File: src/rtl/pit_channel.sv
module pit_channel #(
  parameter int W = 16
) (
  input  logic         clk,
  input  logic         rst_n,
  input  logic         gate,
  input  logic         load,
  input  logic [W-1:0] reload,
  input  logic [2:0]   mode,
  input  logic         bcd,
  output logic         out,
  output logic [W-1:0] count,
  output logic         loaded
);
  localparam int ND = W / 4;

  function automatic logic [2:0] fold(input logic [2:0] m);
    return (m[2:1] == 2'b11) ? {1'b0, m[1:0]} : m;
  endfunction

  function automatic logic [W-1:0] bcd_dec(input logic [W-1:0] v);
    logic [W-1:0] r;
    logic borrow;
    r = v;
    borrow = 1'b1;
    for (int i = 0; i < ND; i++) begin
      if (borrow) begin
        if (v[4*i +: 4] == 4'd0) r[4*i +: 4] = 4'd9;
        else begin
          r[4*i +: 4] = v[4*i +: 4] - 4'd1;
          borrow = 1'b0;
        end
      end
    end
    return r;
  endfunction

  function automatic logic digits_ok(input logic [W-1:0] v);
    logic ok;
    ok = 1'b1;
    for (int i = 0; i < ND; i++) if (v[4*i +: 4] > 4'd9) ok = 1'b0;
    return ok;
  endfunction

  logic [W-1:0] cnt, rld;
  logic [2:0]   mode_r;
  logic         bcd_r, out_r, run, gate_q;

  wire [2:0]   em    = fold(mode_r);
  wire [2:0]   em_in = fold(mode);
  wire         rise  = gate & ~gate_q;
  wire [W-1:0] dec1  = bcd_r ? bcd_dec(cnt) : cnt - W'(1);
  wire [W-1:0] dec2  = bcd_r ? bcd_dec(bcd_dec(cnt)) : cnt - W'(2);
  wire [W-1:0] even_rld = {rld[W-1:1], 1'b0};
  wire [W-1:0] term  = (out_r && rld[0]) ? '0 : W'(2);

  assign out   = out_r;
  assign count = cnt;

  always_ff @(posedge clk) begin
    if (!rst_n) begin
      cnt <= '0; rld <= '0; mode_r <= '0; bcd_r <= 1'b0;
      out_r <= 1'b1; run <= 1'b0; loaded <= 1'b0; gate_q <= 1'b0;
    end else begin
      gate_q <= gate;
      if (load) begin
        rld    <= reload;
        mode_r <= mode;
        bcd_r  <= bcd;
        loaded <= 1'b1;
        cnt    <= (em_in == 3'd3) ? {reload[W-1:1], 1'b0} : reload;
        out_r  <= (em_in != 3'd0);
        run    <= !(em_in == 3'd1 || em_in == 3'd5);
      end else begin
        case (em)
          3'd0: if (run && gate) begin
            cnt <= dec1;
            if (cnt == W'(1)) begin
              out_r <= 1'b1; run <= 1'b0; loaded <= 1'b0;
            end
          end
          3'd1, 3'd5: begin
            if (!run) begin
              if (em == 3'd5 && !out_r) out_r <= 1'b1;
              else if (rise) begin
                cnt <= rld; run <= 1'b1; out_r <= (em == 3'd5);
              end
            end else begin
              cnt <= dec1;
              if (cnt == W'(1)) begin
                run <= 1'b0; loaded <= 1'b0; out_r <= (em == 3'd1);
              end
            end
          end
          3'd2: begin
            if (!gate) out_r <= 1'b1;
            else if (cnt == W'(1)) begin
              cnt <= rld; out_r <= 1'b1;
            end else begin
              cnt <= dec1;
              if (cnt == W'(2)) out_r <= 1'b0;
            end
          end
          3'd3: if (gate) begin
            if (cnt == term) begin
              cnt <= even_rld; out_r <= ~out_r;
            end else cnt <= dec2;
          end
          3'd4: begin
            if (!run) begin
              if (!out_r) out_r <= 1'b1;
            end else if (gate) begin
              cnt <= dec1;
              if (cnt == W'(1)) begin
                out_r <= 1'b0; run <= 1'b0; loaded <= 1'b0;
              end
            end
          end
          default: ;
        endcase
      end
    end
  end

  // square-wave count is never odd
  assert_sq_even_R6: assert property (@(posedge clk) disable iff (!rst_n)
    (em == 3'd3) |-> !cnt[0]);

  // a low output lasts one clock in rate and strobe modes
  assert_one_clk_low_R7: assert property (@(posedge clk) disable iff (!rst_n)
    (!out_r && !load && (em == 3'd2 || em == 3'd4 || em == 3'd5)) |=> out_r);

  // after a mode 0 timeout the output stays high until a new load
  assert_timeout_sticky_R3: assert property (@(posedge clk) disable iff (!rst_n)
    (em == 3'd0 && out_r && !load) |=> out_r);

  // decimal counting keeps every digit legal
  assert_bcd_digits_R9: assert property (@(posedge clk) disable iff (!rst_n)
    bcd_r |-> digits_ok(cnt));

  // the loaded flag clears only on expiry at zero
  assert_loaded_clear_R4: assert property (@(posedge clk) disable iff (!rst_n)
    $fell(loaded) |-> (cnt == '0));
endmodule

File: config.mk
export PLATFORM = sky130hd
export DESIGN_NAME = pit_channel
export DESIGN_NICKNAME = d
export VERILOG_FILES = /design/src/rtl/pit_channel.sv
export SDC_FILE = /design/constraint.sdc
export NUM_CORES = 1
export LEC_CHECK = 0
export BUFFER_PORTS_ARGS = -buffer_cell sky130_fd_sc_hd__buf_2
export CORE_ASPECT_RATIO = 1.2
export CORE_UTILIZATION = 55
export CTS_CLUSTER_SIZE = 8
export DETAILED_ROUTE_END_ITERATION = 6
export GPL_ROUTABILITY_DRIVEN = 0
export PLACE_DENSITY = 0.75
export SLEW_MARGIN = 10
export SYNTH_ARGS = -nofsm -noshare
export SYNTH_HDL_FRONTEND = slang
export SYNTH_SLANG_ARGS = --single-unit
File: constraint.sdc
create_clock -name clk -period 4.3 [get_ports clk]
set_input_delay 0.86 -clock clk [delete_from_list [all_inputs] [get_ports clk]]
set_output_delay 0.86 -clock clk [all_outputs]
set_load 0.02 [all_outputs]
==> results.json <==
{
  "syn2layout_area_growth_pct": 6.510,
  "fmax_mhz": 273.0,
  "layout_commonest_cell": "buf_2",
  "fin_nets": 556,
  "synth_nets": 546,
  "htree_levels": 2,
  "ios": 42,
  "post-route-drc-count": 0,
  "wl_per_cell_um": 19.38,
  "seq_area_frac_synth_pct": 20.94,
  "grt_overflow_total": 0,
  "tightest_slew_ps": 1044,
  "drv_cap": 0,
  "grt_max_degree": 37,
  "hold_start": "rld[4]$_SDFFE_PN0P_",
  "syn_inst": 510,
  "ctsRootBufferMaster": "clkbuf_8",
  "syn-cell-area_sq_mm": 0.003825,
  "power.leakage_nw": 1.550,
  "dieArea_sq_mm": 0.007293,
  "synth_top_area_share_pct": 20.94,
  "antenna_cells": 0,
  "start_util_pct": 58.25,
  "finalWirelength_mm": 11.75,
  "finalSetupTns_ps": 0,
  "synth_top_family_by_area": "compound AO/OA/AOI/OAI gates",
  "synth_edf_count": 0,
  "path_clk_slew_ps": 80,
  "slowest_delay_ps": 510,
  "ant_nets": 0,
  "hpwlAfterDp_mm": 8.250,
  "worstSetupStartpointType": "flip-flop",
  "viasPerCell": 6.832,
  "synth_adder_area_share_pct": 4.449,
  "grtUsageTotal_pct": 32.94,
  "ys_seq_elements": 40,
  "met1_usage_pct": 41.79,
  "synth_xor_area_share_pct": 5.038,
  "synthArstFlopShare_pct": 0,
  "cts_buffers": 5,
  "cp-end-kind": "flip-flop",
  "r2r-start": "count[0]$_SDFFE_PN0P_",
  "synth.distinct_cells": 76,
  "fin_area_sq_mm": 0.004074,
  "grt_pass1_vias": 3729,
  "synth_area_per_cell_sq_um": 7.500,
  "hold_ws_ps": 479.2,
  "grtUsageMet3_pct": 4.585,
  "worstSkewPairLatency_ps": 290,
  "synth.largest_area_cell": "dfxtp_1",
  "cp.arrival_ps": 3870,
  "synthTopCellsByArea": "dfxtp_1 (21%), mux2i_1 (5.8%), o21ai_0 (4.2%)",
  "synth_flop_cell": "dfxtp_1",
  "crit_start": "count[0]$_SDFFE_PN0P_",
  "die_x_um": 78.13,
  "die_y_um": 93.35,
  "cts_tree": "built",
  "post-cts-setup-buffers": 0,
  "min_period_ps": 3663,
  "layout_common_cells": "buf_2 (41), dfxtp_1 (40), nor2_1 (36)",
  "yosys.area_share.simple_pct": 26.40,
  "total_power_w": 0.001382,
  "rows": 32,
  "port-buffer-count": 41,
  "fin_skew_ps": 6.843,
  "synth_mux_area_share_pct": 5.757,
  "crit_required_ps": 4510,
  "post_cts_resized": 0,
  "finalCritPeriodShare_pct": 85.18,
  "slew_headroom_pct": 30.39,
  "peakVddDrop_uv": 241.0,
  "cp_slowest_cell": "or4_1",
  "clk_path_buf_depth": 2,
  "grt_setup_unrepaired": "false",
  "criticalPathCategory": "flip-flop to flip-flop",
  "dr.pass1.iters": 5,
  "final_layout_size_suffix_gt1_share_pct": 13.82,
  "final_hold_viol_count": 0,
  "placed_area_sq_mm": 0.003984,
  "cts_sinks": 40,
  "drt_iter0_markers": 490,
  "crit_fanout": 14,
  "met2_usage_pct": 54.09,
  "hold_class": "flip-flop to flip-flop",
  "hold_buffers": 0,
  "synth_compound_area_share_pct": 30.39,
  "power_per_cell_area_mw_per_mm2": 339.2,
  "outcome": "complete, no violations",
  "yosysWarningCount": 0,
  "antenna_found_initial": 0,
  "top_usage_layer": "met2",
  "via_count": 4140,
  "grt_pass1_wl_mm": 18.98,
  "setup_violations": 0,
  "drv_slew": 0,
  "design.core.area_sq_mm": 0.006566,
  "crit_chain": "inv_1 -> ha_1 -> or3b_1 -> or4_1 -> nand2_1 -> inv_1 -> ha_1 -> nand2b_1 -> nor3_2 -> or3_1 -> a311oi_1 -> a2111oi_0 -> o31ai_1"
}
## state kept, by name, indices dropped and copies added (netlist names)
signal,count
rld,16
loaded,1
mode_r,3
count,16
out,1
bcd_r,1
gate_q,1
run,1
## cell families after synthesis
family | Yosys count
flops | 40
buf+inv | 62
simple gates | 185
compound gates | 165
mux | 22
xor+xnor | 22
fa+ha+maj | 14
## worst max-delay path: cells and delay by family (launching register included)
family,cells,cell delay [ps]
compound gates,3,660
fa+ha+maj,2,440
buf+inv,2,200
flops,1,470
simple gates,6,1790
## final timing paths
kind / endpoint / depth (start not counted) / slack (ps)
worst max-delay path: count[5]$_SDFFE_PN0P_ / 13 / 640
worst min-delay path: count[4]$_SDFFE_PN0P_ / 2 / 480
worst max register to register: count[5]$_SDFFE_PN0P_ / 13 / 640
worst min register to register: count[4]$_SDFFE_PN0P_ / 2 / 480
## metrics by stage
step / worst slack, ps / utilization [%] / std cells
finish: 637.1 / 62.04 / 606
global route: 418.5 / 62.04 / 606
CTS: 715.6 / 62.04 / 606
detailed placement: 755.9 / 60.67 / 598
global placement: 922.3 / 60.67 / 598
floorplan: 929.9 / - / 510
## cell usage after synthesis (8+ instances only)
master,n
a21boi_0,8
nor2b_1,24
xnor2_1,16
nand2_1,35
nand2b_1,12
a31oi_1,11
dfxtp_1,40
o21ai_0,32
nand3_1,18
mux2i_1,22
clkbuf_1,31
a21oi_1,29
inv_1,17
ha_1,12
nor2_1,36
nor3_1,17
## where the power goes
group	total, W	internal (W)	switching, W	leakage [nW]
clock network	0.000270	0.000131	0.000139	0.0455
registers	0.000482	0.000402	0.0000796	0.331
logic	0.000630	0.000250	0.000380	1.17
total	0.00138	0.000783	0.000598	1.55
## metal layers
metal	up-vias	wire length [um]
li1	1905	-
met1	1951	4790
met2	238	5665
met3	46	831
met4	0	458
met5	-	0
## area by class of cell
cell class / instances / area (sq um)
Fill cell: 608 / 2492
Sequential cell: 40 / 800.8
Timing Repair Buffer: 48 / 257.7
Inverter: 17 / 63.81
Tap cell: 85 / 106.4
Multi-Input combinational cell: 408 / 2755
Clock buffer: 8 / 90.09
No activity file was read; power rests on OpenSTA's default activity.
